`src/rtl/fracrate_pkg.sv`:
```
package fracrate_pkg;
  // Which correction the next addition receives.
  typedef enum logic [1:0] {
    TRIM_NONE = 2'd0,
    TRIM_WRAP = 2'd1,
    TRIM_MID  = 2'd2
  } trim_kind_e;
endpackage

```
`src/rtl/fracrate_incr_sel.sv`:
```
module fracrate_incr_sel
  import fracrate_pkg::*;
#(
  parameter int W = 10
) (
  input  logic [W-1:0] step_i,
  input  logic [W-1:0] trim_i,
  input  logic [W-1:0] mid_trim_i,
  input  logic         wrap_pend_i,
  input  logic         mid_pend_i,
  output logic [W:0]   incr_o,
  output trim_kind_e   kind_o
);
  localparam int IW = W + 1;

  logic [IW-1:0] extra;

  // A carry and a mid crossing never come from the same addition,
  // but the carry is given priority so that the choice is always defined.
  always_comb begin
    if (wrap_pend_i)     kind_o = TRIM_WRAP;
    else if (mid_pend_i) kind_o = TRIM_MID;
    else                 kind_o = TRIM_NONE;
  end

  always_comb begin
    unique case (kind_o)
      TRIM_WRAP: extra = {1'b0, trim_i};
      TRIM_MID:  extra = {1'b0, mid_trim_i};
      default:   extra = '0;
    endcase
  end

  assign incr_o = {1'b0, step_i} + extra;
endmodule

```
`src/rtl/fracrate_adder.sv`:
```
module fracrate_adder #(
  parameter int W = 10
) (
  input  logic [W-1:0] phase_i,
  input  logic [W:0]   incr_i,
  output logic [W-1:0] next_o,
  output logic         carry_o,
  output logic         mid_rise_o
);
  localparam int SW = W + 2;

  logic [SW-1:0] sum;

  assign sum        = {2'b00, phase_i} + {1'b0, incr_i};
  assign next_o     = sum[W-1:0];
  assign carry_o    = |sum[SW-1:W];
  // Top bit rises without passing the range boundary.
  assign mid_rise_o = !carry_o && !phase_i[W-1] && sum[W-1];
endmodule

```
`src/rtl/fracrate_state.sv`:
```
module fracrate_state #(
  parameter int W = 10
) (
  input  logic         clk,
  input  logic         rst_n,
  input  logic [W-1:0] next_i,
  input  logic         carry_i,
  input  logic         mid_rise_i,
  output logic [W-1:0] phase_o,
  output logic         wrap_pend_o,
  output logic         mid_pend_o
);
  always_ff @(posedge clk) begin
    if (!rst_n) begin
      phase_o     <= '0;
      wrap_pend_o <= 1'b0;
      mid_pend_o  <= 1'b0;
    end else begin
      phase_o     <= next_i;
      wrap_pend_o <= carry_i;
      mid_pend_o  <= mid_rise_i;
    end
  end
endmodule

```
`src/rtl/fracrate_top.sv`:
```
module fracrate_top
  import fracrate_pkg::*;
#(
  parameter int W = 10
) (
  input  logic         clk,
  input  logic         rst_n,
  input  logic [W-1:0] step_i,
  input  logic [W-1:0] trim_i,
  input  logic [W-1:0] mid_trim_i,
  output logic [W-1:0] phase_o,
  output logic         carry_o,
  output logic         sq_o
);
  logic [W:0]   incr;
  trim_kind_e   kind;
  logic [W-1:0] phase_q;
  logic [W-1:0] phase_d;
  logic         carry_d;
  logic         mid_d;
  logic         wrap_pend_q;
  logic         mid_pend_q;

  fracrate_incr_sel #(.W(W)) u_sel (
    .step_i      (step_i),
    .trim_i      (trim_i),
    .mid_trim_i  (mid_trim_i),
    .wrap_pend_i (wrap_pend_q),
    .mid_pend_i  (mid_pend_q),
    .incr_o      (incr),
    .kind_o      (kind)
  );

  fracrate_adder #(.W(W)) u_add (
    .phase_i    (phase_q),
    .incr_i     (incr),
    .next_o     (phase_d),
    .carry_o    (carry_d),
    .mid_rise_o (mid_d)
  );

  fracrate_state #(.W(W)) u_st (
    .clk         (clk),
    .rst_n       (rst_n),
    .next_i      (phase_d),
    .carry_i     (carry_d),
    .mid_rise_i  (mid_d),
    .phase_o     (phase_q),
    .wrap_pend_o (wrap_pend_q),
    .mid_pend_o  (mid_pend_q)
  );

  assign phase_o = phase_q;
  assign carry_o = wrap_pend_q;
  assign sq_o    = phase_q[W-1];
endmodule

```
`config.mk`:
```
export PLATFORM = sky130hd
export DESIGN_NAME = fracrate_top
export DESIGN_NICKNAME = d
export VERILOG_FILES = /design/src/rtl/fracrate_pkg.sv /design/src/rtl/fracrate_incr_sel.sv /design/src/rtl/fracrate_adder.sv /design/src/rtl/fracrate_state.sv /design/src/rtl/fracrate_top.sv
export SDC_FILE = /design/constraint.sdc
export NUM_CORES = 1
export LEC_CHECK = 0
export CAP_MARGIN = 5
export CORE_MARGIN = 5
export CORE_UTILIZATION = 47
export DETAILED_ROUTE_END_ITERATION = 7
export PLACE_DENSITY_LB_ADDON = 0.25
export SLEW_MARGIN = 20
export SYNTH_ARGS = -nofsm -noshare
export SYNTH_HDL_FRONTEND = slang
export SYNTH_HIERARCHICAL = 1
export SYNTH_SLANG_ARGS = --single-unit
```
`constraint.sdc`:
```
create_clock -name clk -period 5.2 [get_ports clk]
set_clock_uncertainty 0.2 [all_clocks]
set_input_delay 1.04 -clock clk [delete_from_list [all_inputs] [get_ports clk]]
set_output_delay 1.04 -clock clk [all_outputs]
set_load 0.005 [all_outputs]
```
==> results_dict.tcl <==
set metrics [dict create \
    ctsHoldBuffers 0 \
    r2r_cells 17 \
    grt_max_degree 13 \
    tritoncts "built" \
    cp_common_cell "ha_1" \
    fin_nets 254 \
    slew_headroom 0.731 \
    fp.dieH_um 64.2 \
    syn_area_per_cell_um2 8.90 \
    core_area_mm2 0.00278 \
    max_slew.worst_pin.slew_ps 403 \
    pin_count 44 \
    syn_nets 209 \
    rrSetupSlack_ps 1010 \
    postCtsResizedCells 0 \
    cp_top_family "adder cells" \
    initial_core_util 0.496 \
    crit_chain "clkdlybuf4s50_1, a22o_1, ha_1, inv_1, fa_1, nor2b_1, o21a_1, a31o_2, o21ai_2, xnor2_1, ha_1, nand2_1, o21ai_0, mux2i_1, a31oi_1, or2_2, and2_2" \
    area_growth_pct 34.3 \
    leakagePower_nw 0.833 \
    cpPeakStageDelay_ps 460 \
    cts_max_path_buffers 2 \
    num_antenna_cells 0 \
    r2r-start "u_st/wrap_pend_o" \
    rsz0062_at_grt "false" \
    post_cts_buffers 0 \
    finalPower_w 0.00104 \
    fmax_ghz 0.219 \
    cp.arrival_ps 4530 \
    grt-ovfl-total 0 \
    drive_above_1_share 0.121 \
    cp-start-kind "input pin" \
    drv_slew 0 \
    cts_buffers 3 \
    finalSetupViolCount 0 \
    r2r_end "u_st/wrap_pend_o" \
    timing.setup.tns_ps 0 \
    hp-start "u_st/phase_o[0]" \
    netlist_instances 155 \
    min_period_over_period 0.878 \
    path_max_fanout 5 \
    vias_per_cell 5.76 \
    hp-class "flip-flop to flip-flop" \
    grt_usage 0.173 \
    detail-route-antenna-nets 0 \
    path_buf_inv 2 \
    vias 1319 \
    cp-end-kind "flip-flop" \
    grt_pass1_wl_mm 5.93 \
    clockRootBuffer "clkbuf_4" \
    powerDensity_mw_per_mm2 564 \
    fp.dieW_um 64.2 \
    clk_latency_ps 270 \
    hold_violations 0 \
    path_class "input pin to flip-flop" \
    finalWeightedCongestion 0.782 \
    h-tree-depth 1 \
    clkSlewWorstSetupHoldPaths_ps 80 \
    holdPathStages 2 \
    ir_worst_vdd_mv 0.491 \
    drc 0 \
    critPathSlowestCell "clkdlybuf4s50_1" \
    whs_ps 411 \
    routedWlPerCell_um 15.5 \
    grt_pass1_vias 1356 \
    status "complete, no violations" \
    floorplan.rows 19 \
    firstDrtPassIters 4 \
    drt_wl_total_mm 3.56 \
    clock-sinks 12 \
    synth_warnings 6 \
    hold_path_end "u_st/phase_o[0]" \
    dieArea_mm2 0.00412 \
    syn_area_mm2 0.00138 \
    drt-initial-drc-count 40 \
    cap_violations 0 \
    min_period_ps 4560 \
    worstPathRequired_ps 5170 \
    antenna_found_initial 0 \
    dpl.hpwl_mm 2.90 \
    port_buffers 43 \
]
==> worst max path at each step <==
stage	startpoint	end	slack, ps	cells after the start
6_report	trim_i[0]	u_st/wrap_pend_o	640	17
5_1_grt	trim_i[1]	u_st/wrap_pend_o	480	16
4_1_cts	trim_i[0]	u_st/wrap_pend_o	690	17
3_5_place_dp	trim_i[0]	u_st/wrap_pend_o	400	17
3_3_place_gp	trim_i[0]	u_st/mid_pend_o	530	16
2_1_floorplan	trim_i[1]	u_st/wrap_pend_o	1180	15
==> cells in the final DEF, fill, tap and decap left out, types with 6 or more instances in the layout <==
cell type        count
clkdlybuf4s50_1     43
ha_1                20
dfxtp_1             12
nor2_1              11
a21oi_1             10
xnor2_1             10
a22o_1               9
and2_2               9
a21o_1               6
o21ai_0              6
==> routing by layer <==
| layer | vias to the layer above | track usage | share of wire |
|---|---|---|---|
| met5 | - | 0 | 0 |
| met1 | 610 | 0.212 | 0.44 |
| li1 | 653 | - | - |
| met2 | 52 | 0.304 | 0.48 |
| met3 | 4 | 0.0315 | 0.065 |
| met4 | 0 | 0.0534 | 0.0082 |
==> worst reg2reg max path, cell delays in order (launching register included) <==
cell and delay, ps:
dfxtp_1 570, nor2b_1 90, buf_4 190, a22oi_1 240
inv_1 80, ha_1 270, a21o_1 200, a211oi_2 240
nand2b_1 130, a31oi_1 220, xnor2_1 90, ha_1 380
nand2_1 90, o21ai_0 270, mux2i_1 240, a31oi_1 110
or2_2 300, and2_2 190
==> metrics by stage <==
step                cell area (µm²)   util  std cells  setup WS [ps]
global route                   1850  0.666        229            479
finish                         1850  0.666        229            637
CTS                            1850  0.666        229            690
detailed placement             1830  0.658        226            400
floorplan                      1380      -        155           1180
global placement               1830  0.658        226            530
==> power by group <==
group | total (W) | leakage [nW] | internal [W] | switching [W]
logic | 0.000822 | 0.720 | 0.000433 | 0.000389
clock network | 0.0000586 | 0.0138 | 0.0000268 | 0.0000318
registers | 0.000163 | 0.0999 | 0.000132 | 0.0000318
==> flip-flops by register name (all words and copies together), names as in the netlist <==
signal	flops
u_st/mid_pend_o	1
u_st/phase_o	10
u_st/wrap_pend_o	1
==> area by class of cell <==
type                       instances  area, µm²
clock buffer                       3       22.5
fill                             240        930
inverter                           4       15.0
multi-input combinational        135       1100
sequential                        12        240
tap                               31       38.8
timing repair buffer              44        438
Power figures use the tool's default switching activity.
